[config.mk]
export PLATFORM = sky130hd
export DESIGN_NAME = rx_status_reg
export DESIGN_NICKNAME = d
export VERILOG_FILES = /design/src/rtl/rxs_pkg.sv /design/src/rtl/rxs_zero_run.sv /design/src/rtl/rxs_w1c_bit.sv /design/src/rtl/rxs_rt_fields.sv /design/src/rtl/rx_status_reg.sv
export SDC_FILE = /design/constraint.sdc
export NUM_CORES = 1
export LEC_CHECK = 0
export BUFFER_PORTS_ARGS = -buffer_cell sky130_fd_sc_hd__buf_2
export CAP_MARGIN = 30
export CORE_AREA = 2 2 39 41
export DETAILED_ROUTE_END_ITERATION = 6
export DIE_AREA = 0 0 41 43
export MAX_ROUTING_LAYER = met4
export PLACE_DENSITY = 0.77
export SETUP_SLACK_MARGIN = 0.15
export SLEW_MARGIN = 20
export SYNTH_ARGS = -nofsm -noshare
export SYNTH_HDL_FRONTEND = slang
export SYNTH_SLANG_ARGS = --single-unit
export TNS_END_PERCENT = 50
[constraint.sdc]
create_clock -name clk -period 1.6 [get_ports clk]
set_clock_uncertainty 0.15 [all_clocks]
set_input_delay 0.08 -clock clk [delete_from_list [all_inputs] [get_ports clk]]
set_output_delay 0.08 -clock clk [all_outputs]
set_load 0.01 [all_outputs]
[src/rtl/rxs_pkg.sv]
// Package rxs_pkg
// Holds the bit positions and widths of the receive information register.
// Assumes the host reads the register as one 8-bit word. The positions
// matter because host software decodes them.
package rxs_pkg;
    localparam int STAT_W     = 8;
    localparam int LATCH_N    = 4;
    localparam int B_ZCW      = 0;
    localparam int B_FAS      = 1;
    localparam int B_MBIT     = 2;
    localparam int B_EXZ      = 3;
    localparam int B_RSVD     = 4;
    localparam int B_NAT      = 5;
    localparam int B_APPID    = 6;
    localparam int B_UA1      = 7;
endpackage

[src/rtl/rxs_zero_run.sv]
// Module rxs_zero_run
// Counts consecutive valid zeros on the recovered stream. It pulses exz_evt
// in the cycle where the run reaches the threshold for the current mode.
// The count saturates, so one run gives at most one pulse.
// Assumes both thresholds are at least 1. Binary mode holds the count at 0.
module rxs_zero_run #(
    parameter int DS3_RUN = 3,
    parameter int E3_RUN  = 4
) (
    input  logic clk,
    input  logic rst_n,
    input  logic mode_e3,
    input  logic mode_bin,
    input  logic rx_valid,
    input  logic rx_data,
    output logic exz_evt
);
    localparam int MAX_RUN = (DS3_RUN > E3_RUN) ? DS3_RUN : E3_RUN;
    localparam int CNT_W   = $clog2(MAX_RUN + 1);

    logic [CNT_W-1:0] run_cnt;
    logic [CNT_W-1:0] thr_m1;

    // Select the count value that one more zero turns into an event.
    always_comb begin
        thr_m1 = mode_e3 ? CNT_W'(E3_RUN - 1) : CNT_W'(DS3_RUN - 1);
    end

    // Track the length of the current run of valid zeros, saturating.
    always_ff @(posedge clk) begin
        if (!rst_n) begin
            run_cnt <= '0;
        end else if (mode_bin) begin
            run_cnt <= '0;
        end else if (rx_valid) begin
            if (rx_data) begin
                run_cnt <= '0;
            end else if (run_cnt != CNT_W'(MAX_RUN)) begin
                run_cnt <= run_cnt + 1'b1;
            end
        end
    end

    // Flag the zero that brings the run up to the threshold.
    always_comb begin
        exz_evt = rx_valid && !mode_bin && !rx_data && (run_cnt == thr_m1);
    end


    single_pulse_chk: assert property (@(posedge clk) disable iff (!rst_n)
        exz_evt |=> (!exz_evt || !$stable(mode_e3)));


    run_restart_chk: assert property (@(posedge clk) disable iff (!rst_n)
        (rx_valid && rx_data) |=> (run_cnt == '0));


    bin_hold_chk: assert property (@(posedge clk) disable iff (!rst_n)
        mode_bin |=> (run_cnt == '0));
endmodule

[src/rtl/rxs_w1c_bit.sv]
// Module rxs_w1c_bit
// One sticky status bit. It is set by set_i and cleared by clr_i. When both
// are high in the same cycle, the set wins. Assumes set_i is a single-cycle
// pulse, already gated for mode by the caller.
module rxs_w1c_bit (
    input  logic clk,
    input  logic rst_n,
    input  logic set_i,
    input  logic clr_i,
    output logic q
);
    // Hold, set or clear the sticky bit.
    always_ff @(posedge clk) begin
        if (!rst_n) begin
            q <= 1'b0;
        end else if (set_i) begin
            q <= 1'b1;
        end else if (clr_i) begin
            q <= 1'b0;
        end
    end


    set_wins_chk: assert property (@(posedge clk) disable iff (!rst_n)
        set_i |=> q);


    clear_takes_chk: assert property (@(posedge clk) disable iff (!rst_n)
        (clr_i && !set_i) |=> !q);


    sticky_hold_chk: assert property (@(posedge clk) disable iff (!rst_n)
        (!set_i && !clr_i) |=> $stable(q));
endmodule

[src/rtl/rxs_rt_fields.sv]
// Module rxs_rt_fields
// Registers the real-time fields of the information register.
// - The national bit is sampled on E3 frame starts and held between them.
// - The application-ID status and the all-ones flag are copied every cycle.
// Assumes frame_start is one cycle wide and lines up with a valid nat_bit.
module rxs_rt_fields (
    input  logic clk,
    input  logic rst_n,
    input  logic mode_e3,
    input  logic nat_bit,
    input  logic frame_start,
    input  logic app_id_cbit,
    input  logic unframed_ones,
    output logic nat_q,
    output logic appid_q,
    output logic ua1_q
);
    // Load the national bit at each E3 frame start.
    always_ff @(posedge clk) begin
        if (!rst_n) begin
            nat_q <= 1'b0;
        end else if (mode_e3 && frame_start) begin
            nat_q <= nat_bit;
        end
    end

    // Copy the continuous receive conditions every cycle.
    always_ff @(posedge clk) begin
        if (!rst_n) begin
            appid_q <= 1'b0;
            ua1_q   <= 1'b0;
        end else begin
            appid_q <= app_id_cbit;
            ua1_q   <= unframed_ones;
        end
    end


    nat_hold_chk: assert property (@(posedge clk) disable iff (!rst_n)
        !(mode_e3 && frame_start) |=> $stable(nat_q));


    ua1_follow_chk: assert property (@(posedge clk) disable iff (!rst_n)
        unframed_ones |=> ua1_q);
endmodule

[src/rtl/rx_status_reg.sv]
// Module rx_status_reg
// The DS3/E3 receive information register.
// - Bits 0..3 are sticky and cleared by a host write of 1.
// - Bits 5..7 are real-time.
// - Bit 4 reads 0.
// Mode gates:
// - Binary mode blocks the codeword and excessive-zeros bits.
// - E3 mode holds the M-bit error bit at 0.
// Assumes event inputs are single-cycle pulses in the clk domain. There is
// no interrupt output.
module rx_status_reg
    import rxs_pkg::*;
#(
    parameter int DS3_RUN = 3,
    parameter int E3_RUN  = 4
) (
    input  logic              clk,
    input  logic              rst_n,
    input  logic              mode_e3,
    input  logic              mode_bin,
    input  logic              rx_valid,
    input  logic              rx_data,
    input  logic              zcw_evt,
    input  logic              fas_err_evt,
    input  logic              mbit_err_evt,
    input  logic              nat_bit,
    input  logic              frame_start,
    input  logic              app_id_cbit,
    input  logic              unframed_ones,
    input  logic              host_wr_en,
    input  logic [STAT_W-1:0] host_wr_data,
    output logic [STAT_W-1:0] stat_q
);
    logic                exz_evt;
    logic [LATCH_N-1:0]  lat_set;
    logic [LATCH_N-1:0]  lat_clr;
    logic [LATCH_N-1:0]  lat_q;
    logic                nat_q;
    logic                appid_q;
    logic                ua1_q;

    rxs_zero_run #(
        .DS3_RUN (DS3_RUN),
        .E3_RUN  (E3_RUN)
    ) u_zrun (
        .clk      (clk),
        .rst_n    (rst_n),
        .mode_e3  (mode_e3),
        .mode_bin (mode_bin),
        .rx_valid (rx_valid),
        .rx_data  (rx_data),
        .exz_evt  (exz_evt)
    );

    // Apply the mode gates to the event pulses.
    always_comb begin
        lat_set         = '0;
        lat_set[B_ZCW]  = zcw_evt && !mode_bin;
        lat_set[B_FAS]  = fas_err_evt;
        lat_set[B_MBIT] = mbit_err_evt && !mode_e3;
        lat_set[B_EXZ]  = exz_evt;
    end

    // Form the per-bit clears. E3 mode also forces the M-bit bit to 0.
    always_comb begin
        lat_clr         = {LATCH_N{host_wr_en}} & host_wr_data[LATCH_N-1:0];
        lat_clr[B_MBIT] = lat_clr[B_MBIT] || mode_e3;
    end

    for (genvar gi = 0; gi < LATCH_N; gi++) begin : g_lat
        rxs_w1c_bit u_bit (
            .clk   (clk),
            .rst_n (rst_n),
            .set_i (lat_set[gi]),
            .clr_i (lat_clr[gi]),
            .q     (lat_q[gi])
        );
    end

    rxs_rt_fields u_rt (
        .clk           (clk),
        .rst_n         (rst_n),
        .mode_e3       (mode_e3),
        .nat_bit       (nat_bit),
        .frame_start   (frame_start),
        .app_id_cbit   (app_id_cbit),
        .unframed_ones (unframed_ones),
        .nat_q         (nat_q),
        .appid_q       (appid_q),
        .ua1_q         (ua1_q)
    );

    // Assemble the host-visible word.
    always_comb begin
        stat_q                  = '0;
        stat_q[LATCH_N-1:0]     = lat_q;
        stat_q[B_RSVD]          = 1'b0;
        stat_q[B_NAT]           = nat_q;
        stat_q[B_APPID]         = appid_q;
        stat_q[B_UA1]           = ua1_q;
    end


    bin_zcw_chk: assert property (@(posedge clk) disable iff (!rst_n)
        (mode_bin && !stat_q[B_ZCW]) |=> !stat_q[B_ZCW]);


    e3_mbit_chk: assert property (@(posedge clk) disable iff (!rst_n)
        mode_e3 |=> !stat_q[B_MBIT]);


    rt_wr_ignore_chk: assert property (@(posedge clk) disable iff (!rst_n)
        (host_wr_en && (|host_wr_data[STAT_W-1:LATCH_N]) && !(mode_e3 && frame_start))
            |=> $stable(stat_q[B_NAT]));
endmodule

==> impl_metrics.env <==
export IMPL_overflow=0
export IMPL_cap_violations=0
export IMPL_fp_row_count=14
export IMPL_first_iter_violations=6
export IMPL_worst_slack_ps=161
export IMPL_slowest_stage="dlygate4sd3_1"
export IMPL_start_util=0.365
export IMPL_path_cells="dlygate4sd3_1 -> buf_2 -> a21oi_1 -> nor2b_1 -> dlygate4sd3_1"
export IMPL_area_growth_pct=46.5
export IMPL_finalPower_uw=528
export IMPL_wirelength_microns=1150
export IMPL_cts_buffers=3
export IMPL_cts_reportedPaths_clkPinSlew_ps=60
export IMPL_clock_latency_ps=260
export IMPL_tritoncts="yes"
export IMPL_timing_setup_tns_ps=0
export IMPL_dr_total_vias=485
export IMPL_setup_violations=0
export IMPL_synth_top_cell_area_share=0.396
export IMPL_cts_path_max_buffers=2
export IMPL_cpMostUsedCell="dlygate4sd3_1"
export IMPL_cts_root_buffer="clkbuf_4"
export IMPL_crit_family="buffers and inverters"
export IMPL_antenna_found_initial=0
export IMPL_drive_above_1_share=0.360
export IMPL_yosysWarnings=0
export IMPL_cp_data_arrival_time_ps=1440
export IMPL_core_area_sq_um=1380
export IMPL_finalMaxSlewViolations=0
export IMPL_wire_per_inst_microns=10.9
export IMPL_fmax_mhz=695
export IMPL_die_area_sq_um=1760
export IMPL_synth_top_area_cell="dfxtp_1"
export IMPL_ys_seq_area_frac=0.396
export IMPL_post_synth_num_cell_types=22
export IMPL_outcome="finished, violations left"
export IMPL_post_dp_cell_area_sq_um=586
export IMPL_cp_start_kind="input pin"
export IMPL_leakage_uw=0.000346
export IMPL_min_path_type="in2reg"
export IMPL_dp_slack_ps=168
export IMPL_grt_pass1_wl_microns=1850
export IMPL_avgSynthCellArea_sq_um=8.72
export IMPL_vias_per_cell=4.62
export IMPL_critPathKind="in2reg"
export IMPL_fin_nets=115
export IMPL_yosys_top_cells_area="dfxtp_1 40%, buf_4 12%, nand2_1 5.2%"
export IMPL_drc_errors=0
export IMPL_ant_nets=0
export IMPL_mappedNetlistNets=82
export IMPL_dpl_hpwl_microns=806
export IMPL_die_h_microns=43
export IMPL_critPathCaptureType="flip-flop"
export IMPL_fillers=133
export IMPL_port_buffer_count=24
export IMPL_slowest_delay_ps=550
export IMPL_grt_setup_unrepaired="true"
export IMPL_diodes=0
export IMPL_hold_slack_ps=-42.0
export IMPL_cts_sinks=10
export IMPL_globalRouteTotalUtil=0.160
export IMPL_violations="negative hold slack"
export IMPL_place_congestion=0.666
export IMPL_path_max_fanout=1
export IMPL_power_density_nw_per_um2=713
export IMPL_firstDrtPassIters=3
export IMPL_finalCritPeriodShare=0.900
export IMPL_ys_ff_latch=10
export IMPL_ctsHtreeMaxLevel=1
export IMPL_die_w_microns=41
export IMPL_first_global_vias=498
export IMPL_timing_hold_violations_final=3
export IMPL_worstPathRequired_ps=1600
export IMPL_period_needed_ps=1440
export IMPL_synthesis_area_sq_um=505
export IMPL_grt_max_degree=7
export IMPL_worst_path_buf_inv=3
export IMPL_final_area_sq_um=741
export IMPL_io_pins=30
export IMPL_synth_cells=58
export IMPL_peakVddDrop_mv=0.375
[stage by stage]
stage          instances   util
2_1_floorplan         58      -
3_3_place_gp          90  0.423
3_5_place_dp          90  0.423
4_1_cts              106  0.533
5_1_grt              105  0.535
6_report             105  0.535
[kinds of logic (layout without fill, tap and decap cells)]
logic type / after synthesis / count (layout) / synth area share
simple gates: 21 / 21 / 0.240
buf+inv: 12 / 43 / 0.149
compound gates: 11 / 11 / 0.141
flops: 10 / 10 / 0.396
fa+ha+maj: 2 / 2 / 0.0495
other cells: 1 / 1 / 0.00742
xor+xnor: 1 / 1 / 0.0173
[per-layer routing]
| metal | global-route usage | routed length, microns | vias to the layer above |
|---|---|---|---|
| met2 | 0.281 | 603 | 20 |
| li1 | - | - | 248 |
| met4 | 0.0800 | 18 | 0 |
| met5 | - | 0 | - |
| met1 | 0.152 | 453 | 215 |
| met3 | 0.0314 | 69 | 2 |
[synth_stat cells (all sizes together)]
master and n:
xor2 1, a211oi 1, nor3b 1, dfxtp 10
or4 1, a21oi 4, nor4b 2, nor2b 4
buf 8, o21ai 2, a21boi 1, a31o 3
nand2b 2, conb 1, nand3 2, and2 2
nand2 7, ha 2, inv 4
[state kept, by name, summed over array words and instances (netlist names)]
| name | count |
|---|---|
| u_rt.ua1_q | 1 |
| u_zrun.run_cnt | 3 |
| u_rt.appid_q | 1 |
| u_rt.nat_q | 1 |
| g_lat.u_bit.q | 4 |
[worst paths after layout]
check | to | startpoint | slack [ps] | depth (start not counted)
setup reg to reg | u_zrun.run_cnt[2] | u_zrun.run_cnt[1] | 260 | 5
hold / removal | g_lat[2].u_bit.q | mbit_err_evt | -40 | 3
setup / recovery | g_lat[1].u_bit.q | fas_err_evt | 160 | 5
hold reg to reg | g_lat[3].u_bit.q | g_lat[3].u_bit.q | 310 | 2
[worst min-delay path, cell delays in order]
cell     delay (ps)
buf_2            80
a21oi_1          40
nor3b_2         140
[what timing repair did]
item                                    CTS  global route
endpoints found under the setup margin    0             4
gates resized for setup                   0             3
endpoints found under the hold margin     8             0
setup buffers                             0             0
hold buffers                             13             0
[placed cells by master (no fill, tap or decap), types with 2 or more instances in the layout]
master          n
dlygate4sd3_1  12
and2_1          2
ha_1            2
nand2_1         7
nor2b_1         4
nand3_1         2
a21oi_1         4
a31o_1          2
dfxtp_1         9
buf_2          24
clkbuf_4        3
inv_1           4
[where the power goes]
group / leakage [uW] / switching (uW) / internal [uW] / total [uW]
logic: 0.000250 / 38.0 / 54.4 / 92.4
registers: 0.0000825 / 4.40 / 258 / 263
clock network: 0.0000138 / 85.8 / 87.0 / 173
total: 0.000346 / 128 / 400 / 528
[area by class of cell]
type,instances,area (sq um),area share
sequential,10,201,0.272
tap,16,20.0,0.0270
clock buffer,3,22.5,0.0304
inverter,4,15.0,0.0203
multi-input combinational,36,241,0.326
timing repair buffer,36,240,0.324
No activity file was read; power rests on OpenSTA's default activity.
